$ cat config.mk
export PLATFORM = sky130hd
export DESIGN_NAME = rtc_alarm_top
export DESIGN_NICKNAME = d
export VERILOG_FILES = /design/src/rtl/rtc_pkg.sv /design/src/rtl/rtc_prescaler.sv /design/src/rtl/rtc_counter.sv /design/src/rtl/rtc_bus_regs.sv /design/src/rtl/rtc_alarm_top.sv
export SDC_FILE = /design/constraint.sdc
export NUM_CORES = 1
export LEC_CHECK = 0
export ABC_AREA = 1
export BUFFER_PORTS_ARGS = -buffer_cell sky130_fd_sc_hd__buf_2
export CAP_MARGIN = 20
export CORE_MARGIN = 2
export CORE_UTILIZATION = 40
export CTS_CLUSTER_DIAMETER = 150
export CTS_CLUSTER_SIZE = 8
export DETAILED_ROUTE_END_ITERATION = 16
export SKIP_CTS_REPAIR_TIMING = 1
export SLEW_MARGIN = 25
export SYNTH_ARGS = -nofsm -noshare
export SYNTH_HDL_FRONTEND = slang
export SYNTH_SLANG_ARGS = --single-unit
$ cat constraint.sdc
create_clock -name clk -period 2.3 [get_ports clk]
set_clock_uncertainty 0.05 [all_clocks]
set_input_delay 0.115 -clock clk [delete_from_list [all_inputs] [get_ports clk]]
set_output_delay 0.115 -clock clk [all_outputs]
set_load 0.01 [all_outputs]
$ cat src/rtl/rtc_pkg.sv
package rtc_pkg;
  localparam int ADDR_W = 12;
  localparam int DATA_W = 32;

  localparam logic [ADDR_W-1:0] OFF_COUNT = 12'h000;
  localparam logic [ADDR_W-1:0] OFF_MATCH = 12'h004;
  localparam logic [ADDR_W-1:0] OFF_LOAD  = 12'h008;
  localparam logic [ADDR_W-1:0] OFF_CTRL  = 12'h00C;
  localparam logic [ADDR_W-1:0] OFF_MASK  = 12'h010;
  localparam logic [ADDR_W-1:0] OFF_RAW   = 12'h014;
  localparam logic [ADDR_W-1:0] OFF_MSKD  = 12'h018;
  localparam logic [ADDR_W-1:0] OFF_CLR   = 12'h01C;

  // upper address bits that select the identification words
  localparam logic [6:0] ID_PAGE = 7'h7F;

  function automatic logic [7:0] id_byte(input logic [2:0] idx);
    case (idx)
      3'd0: id_byte = 8'h31;
      3'd1: id_byte = 8'h10;
      3'd2: id_byte = 8'h14;
      3'd3: id_byte = 8'h00;
      3'd4: id_byte = 8'h0D;
      3'd5: id_byte = 8'hF0;
      3'd6: id_byte = 8'h05;
      default: id_byte = 8'hB1;
    endcase
  endfunction
endpackage

$ cat src/rtl/rtc_prescaler.sv
module rtc_prescaler #(
  parameter int CLKS_PER_SEC = 250_000_000
) (
  input  logic clk,
  input  logic rst,
  input  logic restart,
  output logic tick
);
  localparam int PW = (CLKS_PER_SEC > 1) ? $clog2(CLKS_PER_SEC) : 1;
  localparam logic [PW-1:0] LAST = PW'(CLKS_PER_SEC - 1);

  logic [PW-1:0] psc_q;

  assign tick = (psc_q == LAST) && !restart;

  always_ff @(posedge clk) begin
    if (rst)                  psc_q <= '0;
    else if (restart || tick) psc_q <= '0;
    else                      psc_q <= psc_q + 1'b1;
  end

  // the divider never runs past its terminal count
  p_psc_range_r2: assert property (@(posedge clk) disable iff (rst)
    psc_q <= LAST);
  // a restart brings the divider back to zero
  p_restart_r3: assert property (@(posedge clk) disable iff (rst)
    restart |=> (psc_q == '0));
endmodule

$ cat src/rtl/rtc_counter.sv
module rtc_counter #(
  parameter int CNT_W = 32
) (
  input  logic             clk,
  input  logic             rst,
  input  logic             tick,
  input  logic             load_en,
  input  logic [CNT_W-1:0] load_val,
  input  logic [CNT_W-1:0] match_val,
  output logic [CNT_W-1:0] count_q,
  output logic             hit
);
  logic [CNT_W-1:0] count_inc;

  assign count_inc = count_q + 1'b1;
  // a match is the step onto the compare value, never a load
  assign hit = tick && !load_en && (count_inc == match_val);

  always_ff @(posedge clk) begin
    if (rst)          count_q <= '0;
    else if (load_en) count_q <= load_val;
    else if (tick)    count_q <= count_inc;
  end

  p_step_r2: assert property (@(posedge clk) disable iff (rst)
    (tick && !load_en) |=> (count_q == $past(count_q) + 1'b1));
  p_hold_r2: assert property (@(posedge clk) disable iff (rst)
    (!tick && !load_en) |=> $stable(count_q));
  p_load_r3: assert property (@(posedge clk) disable iff (rst)
    load_en |=> (count_q == $past(load_val)));
  p_hit_lands_r4: assert property (@(posedge clk) disable iff (rst)
    hit |=> (count_q == $past(match_val)));
endmodule

$ cat src/rtl/rtc_bus_regs.sv
module rtc_bus_regs
  import rtc_pkg::*;
#(
  parameter int CNT_W = 32
) (
  input  logic              clk,
  input  logic              rst,
  input  logic              psel,
  input  logic              penable,
  input  logic              pwrite,
  input  logic [ADDR_W-1:0] paddr,
  input  logic [DATA_W-1:0] pwdata,
  input  logic [CNT_W-1:0]  count,
  input  logic              hit,
  output logic              load_en,
  output logic [CNT_W-1:0]  load_q,
  output logic [CNT_W-1:0]  match_q,
  output logic [DATA_W-1:0] prdata,
  output logic              irq
);
  logic wr_acc, rd_setup, clr_en, mask_en;
  logic mask_q, raw_q, mask_d, raw_d;
  logic [DATA_W-1:0] rd_mux;

  assign wr_acc   = psel && penable && pwrite;
  assign rd_setup = psel && !penable && !pwrite;
  assign load_en  = wr_acc && (paddr == OFF_LOAD);
  assign clr_en   = wr_acc && (paddr == OFF_CLR);
  assign mask_en  = wr_acc && (paddr == OFF_MASK);

  // a match in the clearing cycle keeps the alarm pending
  always_comb begin
    raw_d  = hit ? 1'b1 : (clr_en ? 1'b0 : raw_q);
    mask_d = mask_en ? pwdata[0] : mask_q;
  end

  always_ff @(posedge clk) begin
    if (rst) begin
      load_q  <= '0;
      match_q <= '0;
      mask_q  <= 1'b0;
      raw_q   <= 1'b0;
      irq     <= 1'b0;
    end else begin
      if (load_en) load_q <= CNT_W'(pwdata);
      if (wr_acc && (paddr == OFF_MATCH)) match_q <= CNT_W'(pwdata);
      mask_q <= mask_d;
      raw_q  <= raw_d;
      irq    <= raw_d & mask_d;
    end
  end

  always_comb begin
    rd_mux = '0;
    case (paddr)
      OFF_COUNT: rd_mux = DATA_W'(count);
      OFF_MATCH: rd_mux = DATA_W'(match_q);
      OFF_LOAD:  rd_mux = DATA_W'(load_q);
      OFF_CTRL:  rd_mux = DATA_W'(1);
      OFF_MASK:  rd_mux = DATA_W'(mask_q);
      OFF_RAW:   rd_mux = DATA_W'(raw_q);
      OFF_MSKD:  rd_mux = DATA_W'(raw_q & mask_q);
      default: begin
        if (paddr[ADDR_W-1:5] == ID_PAGE && paddr[1:0] == 2'b00)
          rd_mux = DATA_W'(id_byte(paddr[4:2]));
      end
    endcase
  end

  always_ff @(posedge clk) begin
    if (rst)           prdata <= '0;
    else if (rd_setup) prdata <= rd_mux;
  end

  p_irq_and_r5: assert property (@(posedge clk) disable iff (rst)
    irq == (raw_q & mask_q));
  p_set_wins_r6: assert property (@(posedge clk) disable iff (rst)
    hit |=> raw_q);
  p_clear_r6: assert property (@(posedge clk) disable iff (rst)
    (clr_en && !hit) |=> !raw_q);
  p_ctrl_one_r7: assert property (@(posedge clk) disable iff (rst)
    (rd_setup && paddr == OFF_CTRL) |=> (prdata == DATA_W'(1)));
  p_rd_hold_r10: assert property (@(posedge clk) disable iff (rst)
    !rd_setup |=> $stable(prdata));
endmodule

$ cat src/rtl/rtc_alarm_top.sv
module rtc_alarm_top
  import rtc_pkg::*;
#(
  parameter int CLKS_PER_SEC = 250_000_000,
  parameter int CNT_W        = 32
) (
  input  logic              clk,
  input  logic              rst,
  input  logic              psel,
  input  logic              penable,
  input  logic              pwrite,
  input  logic [ADDR_W-1:0] paddr,
  input  logic [DATA_W-1:0] pwdata,
  output logic [DATA_W-1:0] prdata,
  output logic              irq
);
  logic             tick, load_en, hit;
  logic [CNT_W-1:0] count, load_q, match_q;

  rtc_prescaler #(.CLKS_PER_SEC(CLKS_PER_SEC)) u_psc (
    .clk(clk), .rst(rst), .restart(load_en), .tick(tick)
  );

  rtc_counter #(.CNT_W(CNT_W)) u_cnt (
    .clk(clk), .rst(rst), .tick(tick), .load_en(load_en),
    .load_val(CNT_W'(pwdata)), .match_val(match_q),
    .count_q(count), .hit(hit)
  );

  rtc_bus_regs #(.CNT_W(CNT_W)) u_regs (
    .clk(clk), .rst(rst), .psel(psel), .penable(penable),
    .pwrite(pwrite), .paddr(paddr), .pwdata(pwdata),
    .count(count), .hit(hit), .load_en(load_en), .load_q(load_q),
    .match_q(match_q), .prdata(prdata), .irq(irq)
  );
endmodule

==> metrics.md <==
| Metric | Value |
|---|---|
| Gr ovfl total | `0` |
| LEAKAGE | `4.154 nW` |
| Adder-cell share of the synthesized area | `0.2967%` |
| Root buffer cell | `clkbuf_16` |
| Startpoint types | `flip-flop` |
| Simple logic cell fraction of the synthesized area | `34.93%` |
| Worst Path Arrival | `2480 ps` |
| Finished Layout Cells | `1698` |
| Fin. max-slew vios | `0` |
| Largest net degree at the start of global routing | `94` |
| DR vias | `8860` |
| Post-route ant nets | `0` |
| Gp weighted congestion | `0.9189` |
| Critical path required time | `2610 ps` |
| Register share of total power | `47.5%` |
| Fin util | `50.18%` |
| Die span in x | `149.2 microns` |
| Crit Path Max Fanout | `5` |
| Setup violations, final | `0` |
| Most frequent cells in the layout | `nand2_1, dfxtp_1, inv_1` |
| # IOs | `82` |
| CP max-delay cell | `dfxtp_4` |
| Least-Margin Pin Slew | `486.3 ps` |
| Power density of the placed cells | `554.2 nW/um^2` |
| Register area share after synthesis | `37.74%` |
| Proportion of synthesized area in mux cells | `0%` |
| Std cell rows | `53` |
| Total Routing Usage GR | `24.50%` |
| Skew-Pair Late Insertion Delay | `440 ps` |
| Slew HR | `67.24%` |
| Post-synth net total | `1318` |
| TritonCTS Sinks | `159` |
| Die Span Y | `149.2 microns` |
| DR WL/cell | `15.83 microns` |
| Area Growth Syn to Fin | `24.30%` |
| Vias per cell | `5.218` |
| Switching Fraction | `24.24%` |
| CTS tree | `yes` |
| Switching pwr | `1.408 mW` |
| Status | `completed` |
| Vias in the first global route | `8380` |
| Starting Density | `40.37%` |
| Commonest non-fill, non-tap cell in the layout | `nand2_1` |
| Yosys top cell area share | `37.74%` |
| WL final | `26880 microns` |
| Synth area leaders | `dfxtp_1, nand2_1, nand3_1` |
| Nets | `1461` |
| Async SR Flop Fraction | `0%` |
| Cell Count Post-Placement | `1629` |
| Finished Cell Area | `10480 sq um` |
| # diodes | `0` |
| Complex-gate fraction of the synthesized area | `15.10%` |
| Final HPWL DP | `18980 microns` |
| Fraction of layout cells with a size suffix above 1 | `16.58%` |
| WP buf/inv | `2` |
| Dpl ws | `16.60 ps` |
| Worst ir drop on vdd | `0.3702 mV` |
| Total of max-cap violations | `0` |
| Core area | `20890 sq um` |
| Htree depth | `4` |
| Longest Clk Path Bufs | `2` |
| Ys Warns | `0` |
| Post-synth EDFFs | `0` |
| Fin. Hold Viols | `0` |
| Die area | `22260 sq um` |
| Syn Area/Cell | `6.656 sq um` |
| Main combinational cell family by area after synthesis | `simple AND/OR/NAND/NOR gates` |
| PortBufs | `81` |
| Post-synth top area cell | `dfxtp_1` |
| Cell chain of the critical path | `ha_2 -> nand2_2 -> nor2_4 -> nand2_4 -> buf_4 -> xnor3_1 -> inv_1 -> nand2_1 -> nor2_1 -> nand3_1 -> nor2_1 -> nand3_1 -> a21oi_1` |
| Worst-path clk slew | `70 ps` |
| Element type at the critical path end | `flip-flop` |
| Total clock buffers created by CTS | `17` |
| Power share of the combinational group | `4.2%` |
| Hold_ws | `9.898 ps` |
| # DRC | `0` |
| Min Clock Period, post-route | `2167 ps` |
| Class of the worst hold path | `in -> reg` |
| Internal | `4.402 mW` |
| Antenna violations before repair | `0` |
| DRT Pass-1 Iters | `5` |
| Post-Syn Instances | `1267` |
| Final setup margin | `133.0 ps` |
| Tcrit/Tclk final | `94.22%` |
| Register bit count reported by yosys | `159` |
| DRT iter0 DRCs | `622` |
| Synth Flop Type | `dfxtp_1` |
| Highest clock rate | `461.5 MHz` |
| First-pass GRT wire length | `42880 microns` |
| Clk pwr share | `48.2%` |
| Synth Area in XOR/XNOR | `3.783%` |
| Cell area after synthesis | `8433 sq um` |
| Synth cell types | `39` |
| Slowest Stage Delay on Critical Path | `380 ps` |
| Setup CP Type | `reg -> reg` |
| Placed cell areas | `9473 sq um` |
| CP delay by family, top | `simple AND/OR/NAND/NOR gates` |
==> metal layers <==
layer | wire length [microns] | global-route usage [%] | share of wire, %
met1 | 12360 | 32.01 | 46
met2 | 12390 | 40.23 | 46
met3 | 1405 | 4.312 | 5.2
met4 | 730 | 9.667 | 2.7
met5 | 0 | 0 | 0
==> final cells by class <==
type                            count  area, sq um
Sequential cell                   159         3193
Clock buffer                       19        442.9
Timing Repair Buffer              174         1251
Clock inverter                     13        128.9
Inverter                          129        484.2
Fill cell                        2124        10410
Tap cell                          275        344.1
Multi-Input combinational cell    929         4638
==> worst reg2reg max path, cell delays in order, from the launching register on <==
cell and delay (ps):
dfxtp_4 380, ha_2 220, nand2_2 100, nor2_4 190, nand2_4 130, buf_4 170, xnor3_1 160, inv_1 60
nand2_1 60, nor2_1 120, nand3_1 110, nor2_1 100, nand3_1 110, a21oi_1 140
==> sequential cells by signal, summed over array words and instances (netlist names) <==
name,cells
u_regs.load_q,32
u_regs.match_q,32
u_regs.mask_q,1
u_psc.psc_q,28
u_regs.raw_q,1
u_cnt.count_q,32
u_regs.irq,1
u_regs.prdata,32
==> path summary, 6_finish.rpt <==
check / from / end / slack [ps] / cells past startpoint
min reg2reg: u_psc.psc_q[0] / u_psc.psc_q[0] / 380 / 1
max: u_cnt.count_q[1] / u_regs.raw_q / 130 / 13
min: paddr[3] / u_regs.prdata[3] / 10 / 4
max reg2reg: u_cnt.count_q[1] / u_regs.raw_q / 130 / 13
==> power groups by stage <==
stage          clock, mW  sequential (mW)  combinational [mW]
2_1_floorplan          0             2.83              0.0895
4_1_cts             2.84             2.76               0.201
3_3_place_gp           0             2.83               0.200
3_5_place_dp           0             2.83               0.200
6_report            2.80             2.76               0.244
5_1_grt             2.96             2.76               0.268
==> cell families after synthesis <==
kind of cell,count (synthesis)
simple gates,671
xor+xnor,30
fa+ha+maj,2
flops,159
buf+inv,179
compound gates,226
==> metrics by stage <==
step           power [mW]  TNS (ps)
2_1_floorplan       2.918         0
3_3_place_gp        3.028         0
4_1_cts             5.805    -24.51
3_5_place_dp        3.028         0
5_1_grt             5.989    -21.06
6_report            5.810         0
==> cells in the mapped netlist (6+ instances only) <==
| cell type | n |
|---|---|
| buf_2 | 9 |
| nand2_1 | 374 |
| o21ai_0 | 54 |
| nor3_1 | 12 |
| o221ai_1 | 22 |
| a21oi_1 | 113 |
| dfxtp_1 | 159 |
| nor2_4 | 7 |
| clkbuf_1 | 39 |
| xor2_1 | 19 |
| nor2_1 | 111 |
| inv_1 | 127 |
| a31oi_1 | 26 |
| nand3_1 | 124 |
| xnor2_1 | 7 |
| nand2_2 | 13 |
| nor2_2 | 6 |
No activity file was read; power rests on OpenSTA's default activity.
